### src/rtl/pwr_rst_pkg.sv
// Shared types for the power-down / reset sequencing controller.
// Assumes: nothing beyond IEEE 1800-2017.
package pwr_rst_pkg;

    // Sequencer states; outputs are decoded from these.
    typedef enum logic [2:0] {
        ST_RUN    = 3'd0,   // outputs released
        ST_OFF    = 3'd1,   // power-down active
        ST_RHOLD  = 3'd2,   // reset pin high, outputs held low
        ST_RELOAD = 3'd3,   // one-cycle default reload
        ST_LOCK   = 3'd4    // lock-wait, outputs held low
    } seq_state_e;

endpackage

### src/rtl/pwr_rst_pin_filter.sv
// Pin conditioner: SYNC_STAGES-flop synchronizer followed by a debounce
// filter. The filtered level changes only after the synchronized level
// has differed from it for DEB_CYCLES consecutive cycles.
// Assumes: SYNC_STAGES >= 2, DEB_CYCLES >= 1.
module pwr_rst_pin_filter #(
    parameter int   SYNC_STAGES = 2,
    parameter int   DEB_CYCLES  = 16,
    parameter logic RST_LEVEL   = 1'b0
) (
    input  logic clk,
    input  logic rst_n,
    input  logic pin_raw,
    output logic pin_filt
);
    localparam int CW = $clog2(DEB_CYCLES + 1);

    logic [SYNC_STAGES-1:0] sync_q;
    logic [CW-1:0]          cnt_q;
    logic                   filt_q;
    logic                   sync_lvl;

    assign sync_lvl = sync_q[SYNC_STAGES-1];

    // Shift the raw pin through the synchronizer chain.
    always_ff @(posedge clk) begin
        if (!rst_n) sync_q <= {SYNC_STAGES{RST_LEVEL}};
        else        sync_q <= {sync_q[SYNC_STAGES-2:0], pin_raw};
    end

    // Count cycles of disagreement and accept the new level when long enough.
    always_ff @(posedge clk) begin
        if (!rst_n) begin
            cnt_q  <= '0;
            filt_q <= RST_LEVEL;
        end else if (sync_lvl == filt_q) begin
            cnt_q <= '0;
        end else if (cnt_q == CW'(DEB_CYCLES - 1)) begin
            cnt_q  <= '0;
            filt_q <= sync_lvl;
        end else begin
            cnt_q <= cnt_q + 1'b1;
        end
    end

    assign pin_filt = filt_q;
endmodule

### src/rtl/pwr_rst_lock_timer.sv
// Lock-wait timer: counts while run is high and flags the last cycle of
// a LOCK_WAIT-cycle window. Dropping run restarts the window.
// Assumes: LOCK_WAIT >= 2.
module pwr_rst_lock_timer #(
    parameter int LOCK_WAIT = 64
) (
    input  logic clk,
    input  logic rst_n,
    input  logic run,
    output logic done
);
    localparam int TW = $clog2(LOCK_WAIT + 1);

    logic [TW-1:0] cnt_q;

    // Advance the window counter while the sequencer waits for lock.
    always_ff @(posedge clk) begin
        if (!rst_n || !run)                  cnt_q <= '0;
        else if (cnt_q != TW'(LOCK_WAIT - 1)) cnt_q <= cnt_q + 1'b1;
    end

    assign done = run && (cnt_q == TW'(LOCK_WAIT - 1));
endmodule

### src/rtl/pwr_rst_seq_fsm.sv
// Sequencer: takes the filtered pin requests and the configuration
// bits and walks through off / reset-hold / reload / lock-wait / run.
// Power-down wins over reset; a reset seen during power-down is
// remembered and applied on wake.
// Assumes: pd_req and rst_req are already synchronized and filtered.
module pwr_rst_seq_fsm
    import pwr_rst_pkg::*;
(
    input  logic       clk,
    input  logic       rst_n,
    input  logic       pd_req,
    input  logic       rst_req,
    input  logic       clean_start,
    input  logic       keep_alive,
    input  logic       lock_done,
    output seq_state_e state
);
    seq_state_e st_q, st_d;
    logic       pend_q;

    // Choose the next state from requests, configuration and the timer.
    always_comb begin
        st_d = st_q;
        case (st_q)
            ST_RELOAD: st_d = ST_LOCK;
            ST_RUN, ST_LOCK: begin
                if (pd_req)                          st_d = ST_OFF;
                else if (rst_req)                    st_d = ST_RHOLD;
                else if (st_q == ST_LOCK && lock_done) st_d = ST_RUN;
            end
            ST_RHOLD: begin
                if (pd_req)       st_d = ST_OFF;
                else if (!rst_req) st_d = clean_start ? ST_LOCK : ST_RELOAD;
            end
            ST_OFF: begin
                if (!pd_req) begin
                    if (rst_req)
                        st_d = ST_RHOLD;
                    else if (!keep_alive || (pend_q && !clean_start))
                        st_d = ST_RELOAD;
                    else
                        st_d = ST_LOCK;
                end
            end
            default: st_d = ST_RELOAD;
        endcase
    end

    // Hold the state; block reset behaves like a full reload.
    always_ff @(posedge clk) begin
        if (!rst_n) st_q <= ST_RELOAD;
        else        st_q <= st_d;
    end

    // Remember a reset that arrives while powered down.
    always_ff @(posedge clk) begin
        if (!rst_n)                       pend_q <= 1'b0;
        else if (st_q == ST_OFF && rst_req) pend_q <= 1'b1;
        else if (st_q != ST_OFF)          pend_q <= 1'b0;
    end

    assign state = st_q;
endmodule

### src/rtl/pwr_rst_ctrl.sv
// Top of the power-down / reset sequencing controller. Conditions both
// pins, resolves the power pin mode, runs the sequencer and lock timer
// and decodes the output controls.
// Assumes: configuration bits change only while the pins are quiet.
module pwr_rst_ctrl
    import pwr_rst_pkg::*;
#(
    parameter int SYNC_STAGES = 2,
    parameter int DEB_CYCLES  = 16,
    parameter int LOCK_WAIT   = 64
) (
    input  logic clk,
    input  logic rst_n,
    input  logic pdoe_pin,
    input  logic reset_pin,
    input  logic cfg_pd_mode,
    input  logic cfg_clean_start,
    input  logic cfg_keep_alive,
    output logic load_defaults,
    output logic pwr_off,
    output logic hold_low,
    output logic release_all,
    output logic out_en
);
    localparam int N_PINS = 2;
    localparam logic [N_PINS-1:0] PIN_IDLE = 2'b01; // [0]=power pin high, [1]=reset low

    logic [N_PINS-1:0] raw_pins, filt_pins;
    logic              pd_req, rst_req, lock_done;
    seq_state_e        state;

    assign raw_pins = {reset_pin, pdoe_pin};

    // One conditioner per pin, each with its own idle level.
    for (genvar g = 0; g < N_PINS; g++) begin : g_pin
        pwr_rst_pin_filter #(
            .SYNC_STAGES (SYNC_STAGES),
            .DEB_CYCLES  (DEB_CYCLES),
            .RST_LEVEL   (PIN_IDLE[g])
        ) u_filt (
            .clk      (clk),
            .rst_n    (rst_n),
            .pin_raw  (raw_pins[g]),
            .pin_filt (filt_pins[g])
        );
    end

    assign pd_req  = cfg_pd_mode && !filt_pins[0];
    assign rst_req = filt_pins[1];

    pwr_rst_seq_fsm u_fsm (
        .clk         (clk),
        .rst_n       (rst_n),
        .pd_req      (pd_req),
        .rst_req     (rst_req),
        .clean_start (cfg_clean_start),
        .keep_alive  (cfg_keep_alive),
        .lock_done   (lock_done),
        .state       (state)
    );

    pwr_rst_lock_timer #(.LOCK_WAIT(LOCK_WAIT)) u_lock (
        .clk   (clk),
        .rst_n (rst_n),
        .run   (state == ST_LOCK),
        .done  (lock_done)
    );

    // Decode output controls from the sequencer state.
    always_comb begin
        load_defaults = (state == ST_RELOAD);
        pwr_off       = (state == ST_OFF);
        hold_low      = (state != ST_RUN);
        release_all   = (state == ST_RUN);
        out_en        = cfg_pd_mode || filt_pins[0];
    end
endmodule

### config.mk
export PLATFORM = sky130hd
export DESIGN_NAME = pwr_rst_ctrl
export DESIGN_NICKNAME = d
export VERILOG_FILES = /design/src/rtl/pwr_rst_pkg.sv /design/src/rtl/pwr_rst_pin_filter.sv /design/src/rtl/pwr_rst_lock_timer.sv /design/src/rtl/pwr_rst_seq_fsm.sv /design/src/rtl/pwr_rst_ctrl.sv
export SDC_FILE = /design/constraint.sdc
export NUM_CORES = 1
export LEC_CHECK = 0
export BUFFER_PORTS_ARGS = -buffer_cell sky130_fd_sc_hd__buf_4
export CAP_MARGIN = 30
export CORE_AREA = 4 4 53 55
export CTS_CLUSTER_SIZE = 8
export DETAILED_ROUTE_END_ITERATION = 12
export DIE_AREA = 0 0 57 59
export GPL_ROUTABILITY_DRIVEN = 0
export GPL_TIMING_DRIVEN = 0
export HOLD_SLACK_MARGIN = 0.12
export PLACE_DENSITY = 0.7
export SETUP_SLACK_MARGIN = 0.4
export SYNTH_ARGS = -nofsm -noshare
export SYNTH_HDL_FRONTEND = slang
export SYNTH_HIERARCHICAL = 1
export SYNTH_SLANG_ARGS = --single-unit
### constraint.sdc
create_clock -name clk -period 3.24 [get_ports clk]
set_clock_uncertainty 0.15 [all_clocks]
set_input_delay 0.972 -clock clk [delete_from_list [all_inputs] [get_ports clk]]
set_output_delay 0.972 -clock clk [all_outputs]
set_load 0.01 [all_outputs]
======== Yosys cells after proc, flatten, opt, wreduce, memory -nomap -nowiden ========
Cells that the tools add are included.
word-level totals
  flip-flop bits (word level) ............. 27
  logic and storage cells ................. 63
  input port bits ......................... 7
cells by class
  add/subtract/negate cells ............... 3
  reductions and logical operators ........ 22
  muxes and demuxes ....................... 12
  bitwise operators ....................... 3
  equality and inequality tests ........... 14
operator list
  cell                                                                     number
  3-bit two-way mux                                                        9
  3-bit case mux with 4 select lines                                       1
  5-bit by 1-bit adder with 5-bit output, second input constant            2
  5-bit by 4-bit equality test with 1-bit output, second input constant    2
  7-bit by 1-bit adder with 7-bit output, second input constant            1
  7-bit by 6-bit equality test with 1-bit output, second input constant    1
  7-bit by 6-bit inequality test with 1-bit output, second input constant  1
  3-bit by 2-bit equality test with 1-bit output, second input constant    2
  3-bit OR reduction                                                       2
  1-bit logical AND                                                        5
  1-bit logical NOT                                                        5
  4-bit by 2-bit inequality test with 1-bit output, second input constant  1
  2-bit AND reduction                                                      2
  3-bit by 1-bit equality test with 1-bit output, second input constant    1
  3-bit equality test, second input constant                               1
  3-bit logical NOT                                                        1
  1-bit logical OR                                                         3
  3-bit by 1-bit inequality test with 1-bit output, second input constant  1
  3-bit by 2-bit inequality test with 1-bit output, second input constant  1
  1-bit NOT                                                                3
  3-bit AND reduction                                                      1
  3-bit nonzero test                                                       1
  1-bit equality test                                                      2
  1-bit two-way mux                                                        2
  other kinds (3)                                                          3

======== Longest topological paths before layout ========
Gate-level depths: netlist of run 1.
  word-level depth ........................ 7
  depth in mapped cells ................... 7

======== By module ========
The synthesis of run 1 kept the hierarchy.
by module, submodules not included
  module                                instances  area an instance (um^2)  cells an instance
  pwr_rst_lock_timer                    1          339.1                    34
  pwr_rst_pin_filter (g_pin[1].u_filt)  1          289.0                    27
  pwr_rst_pin_filter (g_pin[0].u_filt)  1          286.5                    27
  pwr_rst_seq_fsm                       1          286.5                    38
  pwr_rst_ctrl                          1          48.8                     7

======== Worst setup path before layout of run 1 ========
OpenSTA, ideal clock, no wires.
  path kind ............................... input port to output port
  start ................................... input port cfg_pd_mode
  end ..................................... output port out_en
  data required time ...................... 2.118 ns
  arrival ................................. 1.278 ns
  setup slack ............................. 0.840 ns
  stages .................................. 1
  cell sequence ........................... or2_2
between the ends
  longest elaborated chain between the ends .. 1
ends and longest elaborated chain
  item                RTL line            RTL
  start: declaration  pwr_rst_ctrl.sv:16  input logic cfg_pd_mode,
  1-bit logical OR    pwr_rst_ctrl.sv:75  out_en = cfg_pd_mode || filt_pins[0];
  end: declaration    pwr_rst_ctrl.sv:23  output logic out_en
No other way between the ends.

======== Final worst setup path of run 1 ========
Same ends and word-level chain as after synthesis.

==> results of run 1 <==
==> kinds of logic (layout without fill, tap and decap cells) <==
kind of cell / count (synthesis) / after routing / share of synthesized area [%]
DFF: 27 / 27 / 43.2
AOI/OAI and AO/OA: 24 / 24 / 13.8
adders and majority gates: 5 / 5 / 5.01
and+or+nand+nor: 58 / 58 / 28.2
buffers and inverters: 10 / 25 / 3.10
xor gates and xnor gates: 6 / 6 / 4.20
muxes: 3 / 3 / 2.40
==> cell usage in the layout, fill, tap and decap left out, types with 3 or more instances in the layout <==
cell,n
dfxtp_1,27
nor2_1,11
buf_4,11
inv_1,7
nand2_1,7
o21ai_0,7
nor2b_1,5
nor3b_1,5
nand3_1,5
ha_1,5
and3_1,4
xor2_1,4
nor3_1,3
clkbuf_4,3
mux2i_1,3
and2_1,3
o211a_1,3
a31oi_1,3
==> worst max-delay path: stages <==
cell and delay [ns]:
buf_4 0.11, or2_2 0.28, buf_4 0.14
==> power breakdown <==
part / leakage [nW] / internal, W / switching [W]
clock network: 0.0139 / 0.0000471 / 0.0000984
logic: 0.337 / 0.0000803 / 0.0000720
registers: 0.220 / 0.000349 / 0.0000258
==> layer usage <==
metal / vias up / GRT usage, % / share of wire [%]
met2: 10 / 23.8 / 49
met4: 0 / 7.62 / 1.1
li1: 503 / - / -
met1: 439 / 16.0 / 46
met3: 2 / 3.70 / 3.6
met5: - / 0 / 0
==> sequential cells by signal (all words and copies together), names as in the netlist <==
| register | cells |
|---|---|
| g_pin.u_filt/cnt_q | 10 |
| g_pin.u_filt/pin_filt | 2 |
| g_pin.u_filt/sync_q | 4 |
| u_fsm/pend_q | 1 |
| u_fsm/state | 3 |
| u_lock/cnt_q | 7 |
==> path summary, 6_finish.rpt <==
check / start / cells after the start / to / slack (ns)
setup / recovery: cfg_pd_mode / 3 / out_en / 0.61
hold / removal: g_pin[0].u_filt/sync_q[0]$_SDFF_PN1_ / 1 / g_pin[0].u_filt/sync_q[1]$_SDFF_PN1_ / 0.29
setup reg to reg: u_lock/cnt_q[0]$_SDFFE_PP0P_ / 7 / u_fsm/state[1]$_SDFFE_PN1P_ / 1.49
hold reg to reg: g_pin[0].u_filt/sync_q[0]$_SDFF_PN1_ / 1 / g_pin[0].u_filt/sync_q[1]$_SDFF_PN1_ / 0.29
==> metrics by stage <==
stage | total power, W | utilization, % | hold slack (ns) | instances | instance area [um2]
finish | 0.000673 | 58.6 | 0.288 | 178 | 1400
global route | 0.000717 | 58.6 | 0.333 | 178 | 1400
CTS | 0.000682 | 58.6 | 0.293 | 178 | 1400
detailed placement | 0.000534 | 57.4 | 0.254 | 174 | 1370
global placement | 0.000531 | 57.4 | 0.246 | 174 | 1370
floorplan | 0.000482 | - | 0.236 | 133 | 1250
==> final cells by class <==
type / count / share of cell area, %
repair buffers: 11 / 5.90
multi-input cells: 96 / 47.9
plain buffers: 2 / 0.626
flip-flops and latches: 27 / 38.6
clock buffers: 3 / 1.61
well taps: 30 / 2.68
clock inverters: 1 / 0.536
inverters: 8 / 2.14
==> results.sh, run 1 <==
export IMPL_outcome="finished clean"
export IMPL_timing_final_ws_setup_ns=0.611
export IMPL_tritoncts="built"
export IMPL_ys_seq_area_share_pct=43.2
export IMPL_multi_input_area_um2=671
export IMPL_fin_nets=161
export IMPL_hp_class="reg2reg"
export IMPL_p_leak_nw=0.570
export IMPL_die_w_um=57
export IMPL_ys_seq_elements=27
export IMPL_worstPathArrival_ns=1.51
export IMPL_cts_hold_buf=0
export IMPL_drcViolationCount=0
export IMPL_dpl_worst_slack_ns=0.616
export IMPL_path_class="in2out"
export IMPL_area_growth_pct=12.0
export IMPL_start_util_pct=52.4
export IMPL_powerDensity_nw_per_um2=481
export IMPL_synth_nets=145
export IMPL_wl_per_cell_um=11.7
export IMPL_netlist_top_cells_count="dfxtp_1, nor2_1, inv_1, nand2_1, o21ai_0"
export IMPL_cp_required_ns=2.12
export IMPL_ant_nets=0
export IMPL_yosysMostFrequentCell="dfxtp_1"
export IMPL_fillers=227
export IMPL_vias_per_cell=5.36
export IMPL_yosys_area_top_type="dfxtp_1"
export IMPL_numCtsBuffers=3
export IMPL_regArea_um2=541
export IMPL_diodes=0
export IMPL_syn_area_um2=1250
export IMPL_syn_area_per_cell_um2=9.40
export IMPL_synth_top_area_share_pct=43.2
export IMPL_grt_pass1_wl_um=3680
export IMPL_clock_latency_ns=0.32
export IMPL_synthFlopType="dfxtp_1"
export IMPL_fin_setup_tns_ns=0
export IMPL_tightestPinTransition_ns=0.417
export IMPL_drive_gt1_share_pct=18.9
export IMPL_rows=18
export IMPL_slew_viol_final=0
export IMPL_syn_inst=133
export IMPL_core_um2=2390
export IMPL_ys_warn_count=6
export IMPL_dieHeight_um=59
export IMPL_drt_pass1_iterations=4
export IMPL_drtIter0Drc=19
export IMPL_fmax_ghz=0.380
export IMPL_finalSetupViolCount=0
export IMPL_antenna_found_initial=0
export IMPL_synth_cell_types=41
export IMPL_relSlewSlack_pct=72.1
export IMPL_grt_overflow=0
export IMPL_grt_setup_unrepaired="false"
export IMPL_fin_crit_sh_pct=81.2
export IMPL_cts_sinks=27
export IMPL_grt_pass1_vias=905
export IMPL_pin_count=12
export IMPL_die_area_um2=3360
export IMPL_finalWirelength_um=2090
export IMPL_async_reset_ff_share_pct=0
export IMPL_dp_hpwl_um=1560
export IMPL_post_cts_resized=0
export IMPL_ctsHtreeMaxLevel=1
export IMPL_vias=954
export IMPL_cts_setup_buffers=0
export IMPL_drv_cap=0
export IMPL_cts_root_buf="clkbuf_4"
export IMPL_synth_edf_count=0
export IMPL_grt_usage_pct=14.0
export IMPL_numPortBuffers=11
export IMPL_hold_violations=0
export IMPL_synth_area_leaders="dfxtp_1, ha_1, nor2_1"
export IMPL_peakVddDrop_mv=0.307
export IMPL_path_max_fanout=2
export IMPL_period_needed_ns=2.63
export IMPL_clk_path_buf_depth=2
export IMPL_grt_max_degree=17
export IMPL_clkTransAtPathRegs_ns=0.14
export IMPL_cp_end_kind="primary output"
export IMPL_start_kind="input port"
Note: power is estimated with default switching activity, not from simulation.
==> run 2: changes to the inputs <==
--- a/config.mk
+++ b/config.mk
@@ -5,16 +5,17 @@
 export SDC_FILE = /design/constraint.sdc
 export NUM_CORES = 1
 export LEC_CHECK = 0
+export ABC_AREA = 1
 export BUFFER_PORTS_ARGS = -buffer_cell sky130_fd_sc_hd__buf_4
 export CAP_MARGIN = 30
-export CORE_AREA = 4 4 53 55
+export CORE_AREA = 4 4 55 57
 export CTS_CLUSTER_SIZE = 8
 export DETAILED_ROUTE_END_ITERATION = 12
-export DIE_AREA = 0 0 57 59
+export DIE_AREA = 0 0 59 61
 export GPL_ROUTABILITY_DRIVEN = 0
 export GPL_TIMING_DRIVEN = 0
 export HOLD_SLACK_MARGIN = 0.12
-export PLACE_DENSITY = 0.7
+export PLACE_DENSITY = 0.68
 export SETUP_SLACK_MARGIN = 0.4
 export SYNTH_ARGS = -nofsm -noshare
 export SYNTH_HDL_FRONTEND = slang
==> constraint.sdc (replaced) <==
create_clock -name clk -period 2.67 [get_ports clk]
set_clock_uncertainty 0.15 [all_clocks]
set_input_delay 0.801 -clock clk [delete_from_list [all_inputs] [get_ports clk]]
set_output_delay 0.801 -clock clk [all_outputs]
set_load 0.01 [all_outputs]
==> run 2 against run 1 <==
Net effect:
- hold slack got worse by 0.014 ns
- final cell count increased by 28%
- clock power up 19%
- die area up 7.0%
- critical path depth unchanged
- critical path type unchanged
==> results.sh, run 2 <==
export IMPL_path_max_fanout=2
export IMPL_diodes=0
export IMPL_wl_per_cell_um=10.2
export IMPL_powerDensity_nw_per_um2=580
export IMPL_cts_hold_buf=0
export IMPL_relSlewSlack_pct=69.2
export IMPL_grt_pass1_vias=1078
export IMPL_slew_viol_final=0
export IMPL_slowest_delay_ns=0.23
export IMPL_synth_top_area_share_pct=40.9
export IMPL_mostFrequentLayoutCells="nor2_1, nand2_1, dfxtp_1, inv_1, nand3_1"
export IMPL_drt_pass1_iterations=4
export IMPL_synth_cell_types=24
export IMPL_post_synth_fa_ha_maj_area_fraction_pct=4.73
export IMPL_cts_setup_buffers=0
export IMPL_worstPathCellList="buf_4 > or2_1 > buf_4"
export IMPL_whs_ns=0.274
export IMPL_grt_pass1_wl_um=4190
export IMPL_numCtsBuffers=3
export IMPL_finalSetupViolCount=0
export IMPL_total_power_w=0.000852
export IMPL_syn_inst=183
export IMPL_yosys_area_top_type="dfxtp_1"
export IMPL_fillers=252
export IMPL_tritoncts="built"
export IMPL_yosys_area_share_simple_pct=34.8
export IMPL_period_needed_ns=2.24
export IMPL_fin_setup_tns_ns=0
export IMPL_fmax_ghz=0.447
export IMPL_area_growth_pct=11.1
export IMPL_async_reset_ff_share_pct=0
export IMPL_antenna_found_initial=0
export IMPL_ctsHtreeMaxLevel=1
export IMPL_yosysMostFrequentCell="nor2_1"
export IMPL_hp_class="reg2reg"
export IMPL_vias=1165
export IMPL_clock_latency_ns=0.32
export IMPL_numPortBuffers=11
export IMPL_ys_seq_elements=27
export IMPL_synth_compound_area_share_pct=9.18
export IMPL_drtIter0Drc=45
export IMPL_largest_register_ffs=10
export IMPL_post_cts_resized=0
export IMPL_tightestPinTransition_ns=0.460
export IMPL_drive_gt1_share_pct=19.7
export IMPL_die_w_um=59
export IMPL_clk_path_buf_depth=2
export IMPL_grt_max_degree=15
export IMPL_cp_required_ns=1.72
export IMPL_drv_cap=0
export IMPL_placed_area_um2=1440
export IMPL_fin_area_um2=1470
export IMPL_die_area_um2=3600
export IMPL_grt_setup_unrepaired="false"
export IMPL_hold_violations=0
export IMPL_rows=18
export IMPL_synth_xor_area_share_pct=1.32
export IMPL_post_route_util_pct=59.3
export IMPL_cts_root_buf="clkbuf_4"
export IMPL_ys_warn_count=6
export IMPL_synth_nets=195
export IMPL_synth_top_family_by_area="simple AND/OR/NAND/NOR gates"
export IMPL_dieHeight_um=61
export IMPL_synth_edf_count=0
export IMPL_synthFlopType="dfxtp_1"
export IMPL_slowest_stage="or2_1"
export IMPL_netlist_top_cells_count="nor2_1, dfxtp_1, nand2_1"
export IMPL_start_util_pct=53.4
export IMPL_peakVddDrop_mv=0.387
export IMPL_finalWirelength_um=2320
export IMPL_ant_nets=0
export IMPL_cts_sinks=27
export IMPL_cp_end_kind="primary output"
export IMPL_largest_register="g_pin.u_filt/cnt_q"
export IMPL_drcViolationCount=0
export IMPL_clkTransAtPathRegs_ns=0.14
export IMPL_synthMuxAreaShare_pct=0
export IMPL_worstPathArrival_ns=1.28
export IMPL_start_kind="input port"
export IMPL_top_regs="g_pin.u_filt/cnt_q: 10 flops, u_lock/cnt_q: 7 flops, g_pin.u_filt/sync_q: 4 flops"
export IMPL_pin_count=12
export IMPL_fin_nets=211
export IMPL_ys_seq_area_share_pct=40.9
export IMPL_fin_crit_sh_pct=83.7
export IMPL_cpMostUsedCell="buf_4"
export IMPL_syn_area_um2=1320
export IMPL_final_common_cell="nor2_1"
export IMPL_path_class="in2out"
export IMPL_synth_area_leaders="dfxtp_1, nor2_1, nand2_1"
export IMPL_p_leak_nw=0.646
export IMPL_core_um2=2480
export IMPL_grt_usage_pct=15.0
export IMPL_vias_per_cell=5.11
export IMPL_dp_hpwl_um=1780
export IMPL_grt_overflow=0
export IMPL_outcome="finished clean"
export IMPL_syn_area_per_cell_um2=7.23
==> run 2: cell types whose count changed after synthesis, moves of 4 or more <==
cell	delta
a21oi_1	+7
nor2_1	+20
inv_2	+6
nand3_1	+10
nor3b_1	-5
nand4_1	+5
nor2_2	+4
inv_1	+17
nand2_1	+20
and3_1	-4
xor2_1	-4
nor2b_1	-5
==> run 2: cells by family (layout without fill, tap and decap cells) <==
| logic type | after synthesis | in the layout |
|---|---|---|
| xor gates and xnor gates | 2 | 2 |
| DFF | 27 | 27 |
| AOI/OAI and AO/OA | 22 | 22 |
| and+or+nand+nor | 95 | 95 |
| buffers and inverters | 32 | 47 |
| adders and majority gates | 5 | 5 |
==> run 2: worst paths after layout <==
kind / from / endpoint / slack, ns / cells past startpoint
hold / removal: g_pin[1].u_filt/sync_q[0]$_SDFF_PN0_ / g_pin[1].u_filt/sync_q[1]$_SDFF_PN0_ / 0.27 / 2
setup / recovery: cfg_pd_mode / out_en / 0.43 / 3
setup reg to reg: u_lock/cnt_q[0]$_SDFFE_PP0P_ / u_fsm/state[2]$_SDFFE_PN0P_ / 0.93 / 10
hold reg to reg: g_pin[1].u_filt/sync_q[0]$_SDFF_PN0_ / g_pin[1].u_filt/sync_q[1]$_SDFF_PN0_ / 0.27 / 2
==> run 2: cell type report <==
cell class                      count  area, um2  area share [%]
Sequential cell                    27        541            36.8
Inverter                           32        120            8.18
Tap cell                           30       37.5            2.56
Timing Repair Buffer               11       82.6            5.62
Clock buffer                        4       26.3            1.79
Multi-Input combinational cell    124        662            45.1
==> run 2: routing by layer <==
metal	wire (um)	track usage, %	vias up
li1	-	-	610
met1	1080	17.0	526
met2	1110	27.6	27
met3	105	2.13	2
met4	19	7.12	0
met5	0	0	-
==> run 2: worst max-delay path, delay by kind of cell <==
family,cells,cell delay (ns)
buffers and inverters,2,0.26
AND/OR/NAND/NOR,1,0.23
==> run 2: metrics by stage <==
step	cells	setup slack, ns
floorplan	183	0.670
global placement	224	0.450
detailed placement	224	0.432
CTS	228	0.426
global route	228	0.425
finish	228	0.435
==> run 2: report_power, final <==
group / total [W] / switching (W) / internal (W)
sequential: 0.000461 / 0.0000371 / 0.000424
clock: 0.000174 / 0.000115 / 0.0000585
combinational: 0.000218 / 0.000127 / 0.0000905
==> run 3: changes to the inputs <==
--- a/config.mk
+++ b/config.mk
@@ -8,10 +8,10 @@
 export ABC_AREA = 1
 export BUFFER_PORTS_ARGS = -buffer_cell sky130_fd_sc_hd__buf_4
 export CAP_MARGIN = 30
-export CORE_AREA = 4 4 55 57
+export CORE_AREA = 4 4 56 58
 export CTS_CLUSTER_SIZE = 8
 export DETAILED_ROUTE_END_ITERATION = 12
-export DIE_AREA = 0 0 59 61
+export DIE_AREA = 0 0 60 62
 export GPL_ROUTABILITY_DRIVEN = 0
 export GPL_TIMING_DRIVEN = 0
 export HOLD_SLACK_MARGIN = 0.12
==> constraint.sdc (replaced) <==
create_clock -name clk -period 1.8 [get_ports clk]
set_clock_uncertainty 0.15 [all_clocks]
set_input_delay 0.54 -clock clk [delete_from_list [all_inputs] [get_ports clk]]
set_output_delay 0.54 -clock clk [all_outputs]
set_load 0.01 [all_outputs]
==> run 3 against run 2 <==
Net effect:
- register-to-register slack worse by 0.65 ns
- combinational power is 130% higher
- hold slack worse by 0.028 ns
- via count is 9.4% higher
- critical endpoint is now release_all
- clock power is 44% higher
- flip-flop and latch count stayed put
- routed wire length is 17% higher
==> results.sh, run 3 (synthesis results as in run 2) <==
export IMPL_cp_required_ns=1.11
export IMPL_power_frac_comb_pct=35.2
export IMPL_placed_area_um2=1470
export IMPL_ant_nets=0
export IMPL_diodes=0
export IMPL_dieHeight_um=62
export IMPL_grt_usage_pct=15.2
export IMPL_hold_depth=3
export IMPL_start_util_pct=49.7
export IMPL_area_growth_pct=35.9
export IMPL_antenna_found_initial=0
export IMPL_dp_hpwl_um=1730
export IMPL_tritoncts="built"
export IMPL_drcViolationCount=0
export IMPL_swShare_pct=34.0
export IMPL_rows=19
export IMPL_slowest_delay_ns=0.38
export IMPL_grt_overflow=0
export IMPL_numPortBuffers=11
export IMPL_fin_area_um2=1800
export IMPL_cts_hold_buf=0
export IMPL_die_area_um2=3720
export IMPL_vias_per_cell=5.14
export IMPL_finalWirelength_um=2720
export IMPL_crit_cells=4
export IMPL_ctsHtreeMaxLevel=1
export IMPL_slowest_stage="dfxtp_4"
export IMPL_reg2regPathDepth=9
export IMPL_seq_power_share_pct=47.4
export IMPL_clock_latency_ns=0.31
export IMPL_vias=1275
export IMPL_core_um2=2660
export IMPL_hold_violations=0
export IMPL_drt_pass1_iterations=4
export IMPL_mostFrequentLayoutCells="buf_4, nand2_1, inv_1, nor2_1, dfxtp_1"
export IMPL_drv_cap=0
export IMPL_top_regs="g_pin.u_filt/cnt_q: 10 flops, u_lock/cnt_q: 7 flops, g_pin.u_filt/sync_q: 4 flops"
export IMPL_die_w_um=60
export IMPL_outcome="finished clean"
export IMPL_wl_per_cell_um=11.0
export IMPL_p_leak_nw=0.765
export IMPL_finalSetupViolCount=0
export IMPL_peakVddDrop_mv=0.775
export IMPL_fin_nets=230
export IMPL_clkPwrFrac_pct=17.5
export IMPL_grt_max_degree=16
export IMPL_path_class="reg2out"
export IMPL_final_common_cell="buf_4"
export IMPL_fin_crit_sh_pct=95.3
export IMPL_period_needed_ns=1.72
export IMPL_cp_num_buf_inv=2
export IMPL_pin_count=12
export IMPL_drive_gt1_share_pct=43.8
export IMPL_drtIter0Drc=50
export IMPL_cts_root_buf="clkbuf_4"
export IMPL_p_int_w=0.000942
export IMPL_powerDensity_nw_per_um2=795
export IMPL_grt_pass1_wl_um=4410
export IMPL_cts_sinks=27
export IMPL_clkTransAtPathRegs_ns=0.14
export IMPL_largest_register="g_pin.u_filt/cnt_q"
export IMPL_hp_class="in2reg"
export IMPL_worstPathCellList="inv_4 > nand2_2 > nor2_1 > buf_4"
export IMPL_start_kind="register"
export IMPL_fin_setup_tns_ns=0
export IMPL_clk_path_buf_depth=2
export IMPL_switchingPower_w=0.000486
export IMPL_slew_viol_final=0
export IMPL_cp_top_family="flip-flops"
export IMPL_cp_end_kind="primary output"
export IMPL_path_max_fanout=3
export IMPL_relSlewSlack_pct=87.0
export IMPL_grt_setup_unrepaired="true"
export IMPL_worstPathArrival_ns=1.03
export IMPL_fmax_ghz=0.583
export IMPL_post_route_util_pct=67.5
export IMPL_numCtsBuffers=3
export IMPL_largest_register_ffs=10
export IMPL_grt_pass1_vias=1150
export IMPL_tightestPinTransition_ns=0.194
[run 3: worst paths after layout]
check / from / endpoint / slack, ns
setup / recovery: u_fsm/state[1]$_SDFFE_PN1P_ / release_all / 0.08
hold / removal: reset_pin / g_pin[1].u_filt/sync_q[0]$_SDFF_PN0_ / 0.25
setup reg to reg: u_fsm/state[1]$_SDFFE_PN1P_ / u_fsm/state[2]$_SDFFE_PN0P_ / 0.28
hold reg to reg: g_pin[1].u_filt/sync_q[0]$_SDFF_PN0_ / g_pin[1].u_filt/sync_q[1]$_SDFF_PN0_ / 0.28
[run 3: worst min-delay path, stage by stage]
cell,delay [ns]
buf_4,0.07
nand2_1,0.04
inv_1,0.04
[run 3: timing repair]
action                                  4_1_cts  5_1_grt
pin swaps                                     5       19
setup buffers                                12        7
endpoints found under the setup margin       19       25
gates resized for setup                      19       31
[run 3: area by class of cell]
cell class / instances / area [um2]
Sequential cell: 27 / 567
Clock buffer: 3 / 22.5
Tap cell: 31 / 38.8
Fill cell: 221 / 866
Multi-Input combinational cell: 124 / 797
Timing Repair Buffer: 30 / 236
Inverter: 32 / 130
Clock inverter: 1 / 5.00
[run 3: metal layers]
metal / wire length [um] / vias to the layer above / GRT usage [%] / part of all wire [%]
met4: 76 / 0 / 6.65 / 2.8
met1: 1120 / 587 / 17.9 / 41
met3: 103 / 10 / 2.69 / 3.8
met5: 0 / - / 0 / 0
li1: - / 648 / - / -
met2: 1420 / 30 / 27.0 / 52
[run 3: power by group through the flow]
| stage | logic, W | registers, W | clock network [W] |
|---|---|---|---|
| after global placement | 0.000323 | 0.000698 | 0 |
| after CTS | 0.000405 | 0.000671 | 0.000263 |
| after floorplan | 0.000240 | 0.000687 | 0 |
| final | 0.000502 | 0.000676 | 0.000250 |
| after detailed placement | 0.000334 | 0.000700 | 0 |
| after global routing | 0.000551 | 0.000683 | 0.000283 |
[run 3: through the flow]
stage	instances	total power (W)	setup WS (ns)	hold slack, ns
CTS	241	0.00134	0.0721	0.234
finish	248	0.00143	0.0846	0.246
global route	248	0.00152	0.0124	0.233
detailed placement	225	0.00103	0.109	0.249
global placement	225	0.00102	0.109	0.245
floorplan	183	0.000927	0.300	0.240
